===== config.mk =====
export PLATFORM = sky130hd
export DESIGN_NAME = spi_twosel_master
export DESIGN_NICKNAME = d
export VERILOG_FILES = /design/src/rtl/spi_twosel_pkg.sv /design/src/rtl/spi_twosel_clkgen.sv /design/src/rtl/spi_twosel_shifter.sv /design/src/rtl/spi_twosel_ctrl.sv /design/src/rtl/spi_twosel_master.sv
export SDC_FILE = /design/constraint.sdc
export NUM_CORES = 1
export LEC_CHECK = 0
export ABC_CLOCK_PERIOD_IN_PS = 2380
export BUFFER_PORTS_ARGS = -buffer_cell sky130_fd_sc_hd__buf_2
export CAP_MARGIN = 15
export CORE_MARGIN = 5
export CORE_UTILIZATION = 32
export DETAILED_ROUTE_END_ITERATION = 7
export GPL_TIMING_DRIVEN = 0
export PLACE_DENSITY_LB_ADDON = 0.08
export SKIP_LAST_GASP = 1
export SYNTH_ARGS = -nofsm -noshare
export SYNTH_HDL_FRONTEND = slang
export SYNTH_SLANG_ARGS = --single-unit
export TNS_END_PERCENT = 100

===== constraint.sdc =====
create_clock -name clk -period 2.38 [get_ports clk]
set_clock_uncertainty 0.1 [all_clocks]
set_input_delay 0.119 -clock clk [delete_from_list [all_inputs] [get_ports clk]]
set_output_delay 0.119 -clock clk [all_outputs]
set_load 0.03 [all_outputs]

===== src/rtl/spi_twosel_pkg.sv =====
// Package: shared types and helpers for the two-select SPI master.
// Assumes: nothing beyond IEEE 1800-2017.
package spi_twosel_pkg;

    typedef enum logic [1:0] {
        ST_IDLE = 2'd0,
        ST_ADDR = 2'd1,
        ST_GAP  = 2'd2,
        ST_DATA = 2'd3
    } seq_state_t;

    function automatic int imax(input int a, input int b);
        return (a > b) ? a : b;
    endfunction

endpackage


===== src/rtl/spi_twosel_clkgen.sv =====
// Module: serial clock generator. While en is high it toggles sclk every
// HALF_DIV system cycles, flagging the cycle of each toggle as a rise or
// fall tick. While en is low sclk is held low and the divider is cleared.
// Assumes: HALF_DIV >= 1.
module spi_twosel_clkgen #(
    parameter int HALF_DIV = 2
) (
    input  logic clk,
    input  logic rst_n,
    input  logic en,
    output logic sclk,
    output logic rise_tick,
    output logic fall_tick
);
    localparam int CW = (HALF_DIV > 1) ? $clog2(HALF_DIV) : 1;
    localparam logic [CW-1:0] LAST = CW'(HALF_DIV - 1);

    logic [CW-1:0] cnt;
    logic          wrap;

    assign wrap      = en && (cnt == LAST);
    assign rise_tick = wrap && !sclk;
    assign fall_tick = wrap && sclk;

    // Divider counter and sclk toggle flop.
    always_ff @(posedge clk) begin
        if (!rst_n || !en) begin
            cnt  <= '0;
            sclk <= 1'b0;
        end else if (wrap) begin
            cnt  <= '0;
            sclk <= ~sclk;
        end else begin
            cnt  <= cnt + 1'b1;
        end
    end

    a_r8_idle_low: assert property (@(posedge clk) disable iff (!rst_n)
        !en |=> !sclk);

endmodule


===== src/rtl/spi_twosel_shifter.sv =====
// Module: frame shift engine. On load it takes a left-aligned word and a
// bit count, presents the MSB on mosi, samples miso on each rise tick and
// shifts on each fall tick. After the last bit's falling edge it stops and
// pulses frame_done one cycle later.
// Assumes: load only arrives while not active.
module spi_twosel_shifter #(
    parameter int FRAME_W = 8
) (
    input  logic               clk,
    input  logic               rst_n,
    input  logic               load,
    input  logic [FRAME_W-1:0] load_word,
    input  logic [$clog2(FRAME_W+1)-1:0] load_bits,
    input  logic               rise_tick,
    input  logic               fall_tick,
    input  logic               miso,
    output logic               active,
    output logic               mosi,
    output logic               frame_done,
    output logic [FRAME_W-1:0] rx_word
);
    localparam int BW = $clog2(FRAME_W + 1);

    logic [FRAME_W-1:0] sh;
    logic [BW-1:0]      bits_q;
    logic [BW-1:0]      bit_cnt;

    assign mosi = active & sh[FRAME_W-1];

    // Frame state: load, sample on rise, shift or finish on fall.
    always_ff @(posedge clk) begin
        if (!rst_n) begin
            sh         <= '0;
            bits_q     <= '0;
            bit_cnt    <= '0;
            active     <= 1'b0;
            frame_done <= 1'b0;
            rx_word    <= '0;
        end else begin
            frame_done <= 1'b0;
            if (load) begin
                sh      <= load_word;
                bits_q  <= load_bits;
                bit_cnt <= '0;
                rx_word <= '0;
                active  <= 1'b1;
            end else if (active && rise_tick) begin
                rx_word <= {rx_word[FRAME_W-2:0], miso};
                bit_cnt <= bit_cnt + 1'b1;
            end else if (active && fall_tick) begin
                if (bit_cnt == bits_q) begin
                    active     <= 1'b0;
                    frame_done <= 1'b1;
                end else begin
                    sh <= {sh[FRAME_W-2:0], 1'b0};
                end
            end
        end
    end

    a_r8_bit_bound: assert property (@(posedge clk) disable iff (!rst_n)
        active |-> (bit_cnt <= bits_q));
    a_r8_done_idle: assert property (@(posedge clk) disable iff (!rst_n)
        frame_done |-> !active);

endmodule


===== src/rtl/spi_twosel_ctrl.sv =====
// Module: transaction sequencer. Accepts requests while idle, decides from
// the cached slave index whether an address frame is needed, drives the two
// selects, inserts the inter-frame gap and returns the reply with done.
// Assumes: the shifter pulses frame_done once per load.
module spi_twosel_ctrl
    import spi_twosel_pkg::*;
#(
    parameter int N_SLAVES = 8,
    parameter int DATA_W   = 8,
    parameter int HALF_DIV = 2,
    parameter int FRAME_W  = 8
) (
    input  logic                        clk,
    input  logic                        rst_n,
    input  logic                        req_valid,
    input  logic [$clog2(N_SLAVES)-1:0] req_slave,
    input  logic [DATA_W-1:0]           req_data,
    input  logic                        frame_done,
    input  logic [FRAME_W-1:0]          rx_word,
    output logic                        load,
    output logic [FRAME_W-1:0]          load_word,
    output logic [$clog2(FRAME_W+1)-1:0] load_bits,
    output logic                        busy,
    output logic                        done,
    output logic [DATA_W-1:0]           rx_data,
    output logic                        sel_addr_n,
    output logic                        sel_data_n
);
    localparam int IW      = $clog2(N_SLAVES);
    localparam int BW      = $clog2(FRAME_W + 1);
    localparam int GAP_CYC = 2 * HALF_DIV;
    localparam int GW      = $clog2(GAP_CYC + 1);

    seq_state_t        state;
    logic [IW-1:0]     cache_idx;
    logic              cache_vld;
    logic [DATA_W-1:0] cur_data;
    logic [GW-1:0]     gap_cnt;
    logic              accept, hit, gap_end;
    logic [N_SLAVES-1:0] addr_pat;
    logic [FRAME_W-1:0]  addr_word, data_word;

    assign accept     = (state == ST_IDLE) && req_valid;
    assign hit        = cache_vld && (cache_idx == req_slave);
    assign gap_end    = (state == ST_GAP) && (gap_cnt == GW'(GAP_CYC - 1));
    assign busy       = (state != ST_IDLE);
    assign sel_addr_n = (state != ST_ADDR);
    assign sel_data_n = (state != ST_DATA);

    // Build the left-aligned address and data words for the shifter.
    always_comb begin
        addr_pat  = ~(N_SLAVES'(1) << req_slave);
        addr_word = '0;
        addr_word[FRAME_W-1 -: N_SLAVES] = addr_pat;
        data_word = '0;
        if (state == ST_GAP) data_word[FRAME_W-1 -: DATA_W] = cur_data;
        else                 data_word[FRAME_W-1 -: DATA_W] = req_data;
    end

    // Choose what the shifter loads and when.
    always_comb begin
        load      = 1'b0;
        load_word = data_word;
        load_bits = BW'(DATA_W);
        if (accept && !hit) begin
            load      = 1'b1;
            load_word = addr_word;
            load_bits = BW'(N_SLAVES);
        end else if (accept || gap_end) begin
            load = 1'b1;
        end
    end

    // Sequencer state, cache, gap timer and result registers.
    always_ff @(posedge clk) begin
        if (!rst_n) begin
            state     <= ST_IDLE;
            cache_idx <= '0;
            cache_vld <= 1'b0;
            cur_data  <= '0;
            gap_cnt   <= '0;
            done      <= 1'b0;
            rx_data   <= '0;
        end else begin
            done <= 1'b0;
            case (state)
                ST_IDLE: if (accept) begin
                    cur_data  <= req_data;
                    cache_idx <= req_slave;
                    cache_vld <= 1'b1;
                    state     <= hit ? ST_DATA : ST_ADDR;
                end
                ST_ADDR: if (frame_done) begin
                    gap_cnt <= '0;
                    state   <= ST_GAP;
                end
                ST_GAP: begin
                    gap_cnt <= gap_cnt + 1'b1;
                    if (gap_end) state <= ST_DATA;
                end
                ST_DATA: if (frame_done) begin
                    rx_data <= rx_word[DATA_W-1:0];
                    done    <= 1'b1;
                    state   <= ST_IDLE;
                end
                default: state <= ST_IDLE;
            endcase
        end
    end

    a_r10_done_pulse: assert property (@(posedge clk) disable iff (!rst_n)
        done |=> !done);
    a_r10_done_ends_busy: assert property (@(posedge clk) disable iff (!rst_n)
        done |-> $past(busy));
    a_r4_skip_addr: assert property (@(posedge clk) disable iff (!rst_n)
        (accept && hit) |=> (sel_addr_n && !sel_data_n));
    a_r9_gap_follows: assert property (@(posedge clk) disable iff (!rst_n)
        $rose(sel_addr_n) |=> sel_data_n);

endmodule


===== src/rtl/spi_twosel_master.sv =====
// Module: top of the two-select SPI master. Wires the sequencer, the frame
// shifter and the serial clock generator together.
// Assumes: N_SLAVES >= 2, DATA_W >= 2, HALF_DIV >= 1; SPI mode 0.
module spi_twosel_master
    import spi_twosel_pkg::*;
#(
    parameter int N_SLAVES = 8,
    parameter int DATA_W   = 8,
    parameter int HALF_DIV = 2
) (
    input  logic                        clk,
    input  logic                        rst_n,
    input  logic                        req_valid,
    input  logic [$clog2(N_SLAVES)-1:0] req_slave,
    input  logic [DATA_W-1:0]           req_data,
    output logic                        busy,
    output logic                        done,
    output logic [DATA_W-1:0]           rx_data,
    output logic                        sclk,
    output logic                        mosi,
    input  logic                        miso,
    output logic                        sel_addr_n,
    output logic                        sel_data_n
);
    localparam int FRAME_W = imax(N_SLAVES, DATA_W);
    localparam int BW      = $clog2(FRAME_W + 1);

    logic               load, active, frame_done, rise_tick, fall_tick;
    logic [FRAME_W-1:0] load_word, rx_word;
    logic [BW-1:0]      load_bits;

    spi_twosel_ctrl #(
        .N_SLAVES(N_SLAVES), .DATA_W(DATA_W),
        .HALF_DIV(HALF_DIV), .FRAME_W(FRAME_W)
    ) u_ctrl (
        .clk(clk), .rst_n(rst_n),
        .req_valid(req_valid), .req_slave(req_slave), .req_data(req_data),
        .frame_done(frame_done), .rx_word(rx_word),
        .load(load), .load_word(load_word), .load_bits(load_bits),
        .busy(busy), .done(done), .rx_data(rx_data),
        .sel_addr_n(sel_addr_n), .sel_data_n(sel_data_n)
    );

    spi_twosel_shifter #(.FRAME_W(FRAME_W)) u_shift (
        .clk(clk), .rst_n(rst_n),
        .load(load), .load_word(load_word), .load_bits(load_bits),
        .rise_tick(rise_tick), .fall_tick(fall_tick), .miso(miso),
        .active(active), .mosi(mosi), .frame_done(frame_done),
        .rx_word(rx_word)
    );

    spi_twosel_clkgen #(.HALF_DIV(HALF_DIV)) u_clk (
        .clk(clk), .rst_n(rst_n), .en(active),
        .sclk(sclk), .rise_tick(rise_tick), .fall_tick(fall_tick)
    );

    a_r8_mosi_hold: assert property (@(posedge clk) disable iff (!rst_n)
        (sclk && $past(sclk)) |-> $stable(mosi));
    a_r8_sclk_idle: assert property (@(posedge clk) disable iff (!rst_n)
        (sel_addr_n && sel_data_n && !$past(active)) |-> !sclk);

endmodule


-- Word-level counts from Yosys, hierarchy flattened
Index checks and enable logic that the tools add are counted.
- add/subtract/negate cells: 3
- $mul: 0
- divide/modulo/power cells: 0
- $lt $le $gt $ge: 0
- equality and inequality tests: 14
- shifts and indexed selects: 1
- muxes and demuxes: 22
- bitwise logic cells: 5
- reduce and logical (&&, ||, !) cells: 30
- operators with widths (operator ; number):
    $mux 8 ; 6
    $mux 2 ; 5
    $ne 2x1->1 const B ; 5
    $logic_and 1x1->1 ; 9
    $mux 1 ; 8
    $not 8->8 ; 1
    $pmux 2 s4 ; 1
    $reduce_and 2->1 ; 4
    $reduce_bool 2->1 ; 4
    $shl 1x3->8 const A ; 1
    $ne 2x2->1 const B ; 3
    $pmux 3 s2 ; 1
    $reduce_and 3->1 ; 2
    $add 4x1->4 const B ; 1
    $eq 2x2->1 const B ; 2
    $eq 4x4->1 ; 1
    $logic_not 1->1 ; 4
    $reduce_and 4->1 ; 1
    $reduce_or 2->1 ; 2
    $reduce_or 4->1 ; 1
    $add 3x1->3 const B ; 1
    $eq 3x2->1 const B ; 1
    $eq 3x3->1 ; 1
    $mux 3 ; 1
    6 further kinds ; 9
- register bits after elaboration: 51
- bits in latches: 0
- memory bits (writable): 0
- memory bits (read-only): 0
- word-level logic and storage cells: 90
- memories: 0

-- Longest topological paths before layout
- depth after elaboration: 7
- gate-level depth with buffers: 7
- mapped depth without buffers: 6

-- Hierarchy
A second synthesis with hierarchy kept.
- cell total of the unflattened synthesis: 302
- area total of the unflattened synthesis: 2651.3 um^2
- by module, submodules not included (module ; instances ; cells each ; area each (um^2) ; sequential area each (um^2)):
    spi_twosel_ctrl ; 1 ; 170 ; 1421.4 ; 520.5
    spi_twosel_shifter ; 1 ; 123 ; 1154.9 ; 520.5
    spi_twosel_clkgen ; 1 ; 9 ; 75.1 ; 40.0

-- Worst setup path after synthesis
No wires, ideal clock.
- path type: register to register
- start: reg u_ctrl.state[0]
- end: reg u_shift.sh[1]
- arrival: 1592 ps
- data required time: 2162 ps
- setup slack: 571 ps
- stages on the path, launching flop included: 8
- cells stage by stage: dfxtp_1 > inv_1 > ha_1 > a22o_1 > buf_6 > a2111oi_0 > o31ai_1 > o2111a_1
- longest elaborated chain between the ends: 7
- elaborated cells on any way between the ends: 15
- ends and longest elaborated chain (what ; RTL line ; source):
    start: declaration ; spi_twosel_ctrl.sv:34 ; seq_state_t state;
    start signal: assignment ; spi_twosel_ctrl.sv:91 ; state <= hit ? ST_DATA : ST_ADDR;
    $eq 2x2->1 or $logic_not 2->1 (tied branches) ; spi_twosel_ctrl.sv:45, spi_twosel_ctrl.sv:56, spi_twosel_ctrl.sv:43 ;
    $logic_and 1x1->1 (on tied branches) ; spi_twosel_ctrl.sv:45, spi_twosel_ctrl.sv:43 ;
    $logic_or 1x1->1 ; spi_twosel_ctrl.sv:69 ; end else if (accept || gap_end) begin
    $mux 1 ; spi_twosel_ctrl.sv:69 ;
    $mux 1 ; spi_twosel_ctrl.sv:65 ; if (accept && !hit) begin
    $ne 2x2->1 (no line) or $reduce_bool 2->1 (tied branches) ; n/a ;
    $reduce_and 3->1 (no line) ; n/a ;
    end signal: assignment ; spi_twosel_shifter.sv:42 ; sh <= load_word;
    end signal: assignment ; spi_twosel_shifter.sv:55 ; sh <= {sh[FRAME_W-2:0], 1'b0};
    end: declaration ; spi_twosel_shifter.sv:24 ; logic [FRAME_W-1:0] sh;
Parallel ways exist; a longest one is shown, timed or not.
A chain may end at the register's enable or synchronous reset.

-- Worst setup path in the final report
Ends and elaborated chain as after synthesis.

==> results by group <==
Status
  – Status: finished, final reports clean

Worst setup path
  – CP Capture Type: flip-flop
  – CP startpoint kind: flip-flop
  – CP max-delay cell: a2111oi_0
  – Critical path arrival: 2350 ps
  – CP max FO: 10
  – Max stage delay on crit path: 530 ps
  – Data required, critical path: 2490 ps
  – CP Cell Sequence: inv_1 -> ha_1 -> a22o_1 -> buf_6 -> a2111oi_0 -> o31ai_1 -> o2111a_1
  – Setup Crit Path Kind: reg -> reg
  – Worst R2R Path Depth: 7

Global routing
  – Largest net degree at the start of global routing: 18
  – Vias in the first global route: 1,953
  – Antenna violations before repair: 0
  – Tot GR Track Use: 12.8%
  – First-pass GRT wire length: 9.96 mm
  – Grt total ovfl: 0

Layout
  – Layout cell share with drive strength beyond 1: 15.4%
  – Post-layout util: 39.4%
  – Fin area: 2890 um2
  – Most common cell after layout, fill and taps aside: nand2_1
  – Ant diodes: 0
  – Synthesis-to-finish area growth: 18.7%
  – Fill cells: 761
  – Multi-input logic area: 1280 um2
  – Sequential cell area: 1020 um2
  – Most frequent cells in the layout: 63 x nand2_1, 51 x dfxtp_1, 29 x buf_2
  – Nets@finish: 348

Floorplan
  – Core box area: 7330 um2
  – Boundary Pins: 29
  – Die width: 97.3 um
  – Die area: 9460 um2
  – Initial core utilization: 33.2%
  – Num rows: 31
  – Die Y: 97.3 um

STA
  – Hold WS: 16.3 ps
  – Hold Vio Cnt, Final: 0
  – Worst slew margin: 59.0%
  – Final Cycle Share: 94.0%
  – Final setup vio count: 0
  – RSZ-0062 raised after global routing: no
  – Slew @ Worst Pin: 609 ps
  – Pins Over Slew Limit: 0
  – Setup TNS: 0 ps
  – Final min period: 2240 ps
  – Fmax: 447 MHz

Synthesis
  – Synth top area share: 41.9%
  – Syn. warnings: 0
  – Cell variety after synth: 49
  – Syn nets: 304
  – Synth Cell Area: 2440 um2
  – Dominant synthesized flop cell: dfxtp_1
  – Leading area contributor after synthesis: dfxtp_1
  – Ys async rst share: 0%
  – Synth area leaders: dfxtp_1 42%, nand2_1 9.7%, a21boi_0 6.5%
  – Flops & latches, synth: 51
  – Mean Syn Cell Area: 8.70 um2
  – Post-Syn Instances: 280
  – Seq/Total Area, Yosys: 41.9%
  – Number of synthesized flops with an enable pin: 0

Power and ir drop
  – PwrDens: 857 nW/um2
  – Leakage: 1.12 nW
  – Max VDD drop: 0.000271 V

Clock network
  – CTS tree: built
  – Total CTS buffers: 5
  – Clock Tree Buf Depth: 2
  – Root Buffer Master: clkbuf_8
  – Clk Latency, worst-skew pair: 310 ps
  – CTS Sinks: 51
  – H-tree levels: 2
  – Worst-path clk slew: 100 ps

Detailed routing
  – Final wirelength: 5.85 mm
  – Post-DRT Antenna Nets: 0
  – Initial DRT Pass Iterations: 4
  – Vias per inst: 4.80
  – Iteration-0 DRC count of the detailed router: 106
  – Routed vias: 2,037
  – Remaining DRCs: 0
  – Routed WL per cell: 13.8 um

Place
  – Port bufs: 27
  – Routability congestion estimate: 0.800
  – Area after DPL: 2700 um2
  – DP Wirelength: 4.35 mm

Run
  – MaxCap Viol Count: 0

Hold path
  – Hold crit path type: in -> reg
  – Hold Crit Depth: 3
==> area by class of cell <==
type	instances	area share (%)
buffer	14	3.03
clock buffer	5	2.38
clock inverter	3	0.822
inverter	13	1.69
multi-input combinational	202	44.4
sequential	51	35.3
tap	99	4.28
timing repair buffer	37	8.14
==> Yosys cell counts (4+ instances only) <==
master    number
nor3_1         7
and2_1         4
xor2_1         4
a21boi_0      21
clkbuf_1       8
nand3_1       10
ha_1           9
a21oi_1       13
inv_1         13
o21ai_0        5
mux2i_1        7
dfxtp_1       51
nor2_1         7
o31ai_1        5
nand2_1       63
==> logic make-up (layout without fill, tap and decap cells) <==
logic type	after synthesis	in the layout	synth area share [%]
buffers and inverters	27	72	5.60
and+or+nand+nor	110	110	20.6
DFF	51	51	41.9
xor gates and xnor gates	8	8	3.18
muxes	7	7	2.88
AOI/OAI and AO/OA	68	68	21.2
adders and majority gates	9	9	4.62
==> worst max-delay path, delay by kind of cell (launching register included) <==
family	cells	cell delay, ps
AO/OA/AOI/OAI	4	1110
flip-flops	1	410
adder cells (fa/ha/maj)	1	280
buffers and inverters	2	240
==> sequential cells by signal, summed over array words and instances (netlist names), 2 cells and up <==
name and count:
u_ctrl.cache_idx 3, u_ctrl.cur_data 8, u_ctrl.gap_cnt 3, u_ctrl.rx_data 8, u_ctrl.state 2, u_shift.bit_cnt 4
u_shift.rx_word 8, u_shift.sh 8
==> final timing paths <==
| path | from | end | slack [ps] |
|---|---|---|---|
| setup / recovery | u_ctrl.state[0] | u_shift.sh[1] | 140 |
| hold / removal | req_slave[1] | u_ctrl.cache_idx[1] | 20 |
| setup reg to reg | u_ctrl.state[0] | u_shift.sh[1] | 140 |
| hold reg to reg | u_shift.rx_word[7] | u_shift.rx_word[7] | 370 |
==> report_power, final <==
| part | internal [mW] | switching, mW | total (mW) |
|---|---|---|---|
| clock | 0.211 | 0.317 | 0.528 |
| combinational | 0.357 | 0.560 | 0.917 |
| sequential | 0.963 | 0.0705 | 1.03 |
==> through the flow <==
stage | setup WS [ps] | instances | total power, mW
4_1_cts | 71.9 | 424 | 2.51
2_1_floorplan | 571 | 280 | 1.72
6_report | 142 | 424 | 2.48
3_5_place_dp | 101 | 406 | 1.96
5_1_grt | 75.8 | 424 | 2.68
3_3_place_gp | 142 | 406 | 1.96
==> routing by layer <==
metal | track usage (%) | wire [um]
met4 | 3.19 | 69
met3 | 2.87 | 190
met5 | 0 | 0
met2 | 18.9 | 2520
met1 | 18.7 | 3070
==> what timing repair did <==
item | CTS | global route
buffers inserted | 0 | 0
gates resized for setup | 0 | 1
hold endpoints to repair | 10 | 0
hold buffers | 10 | 0
endpoints found under the setup margin | 0 | 11
Power figures use the tool's default switching activity.
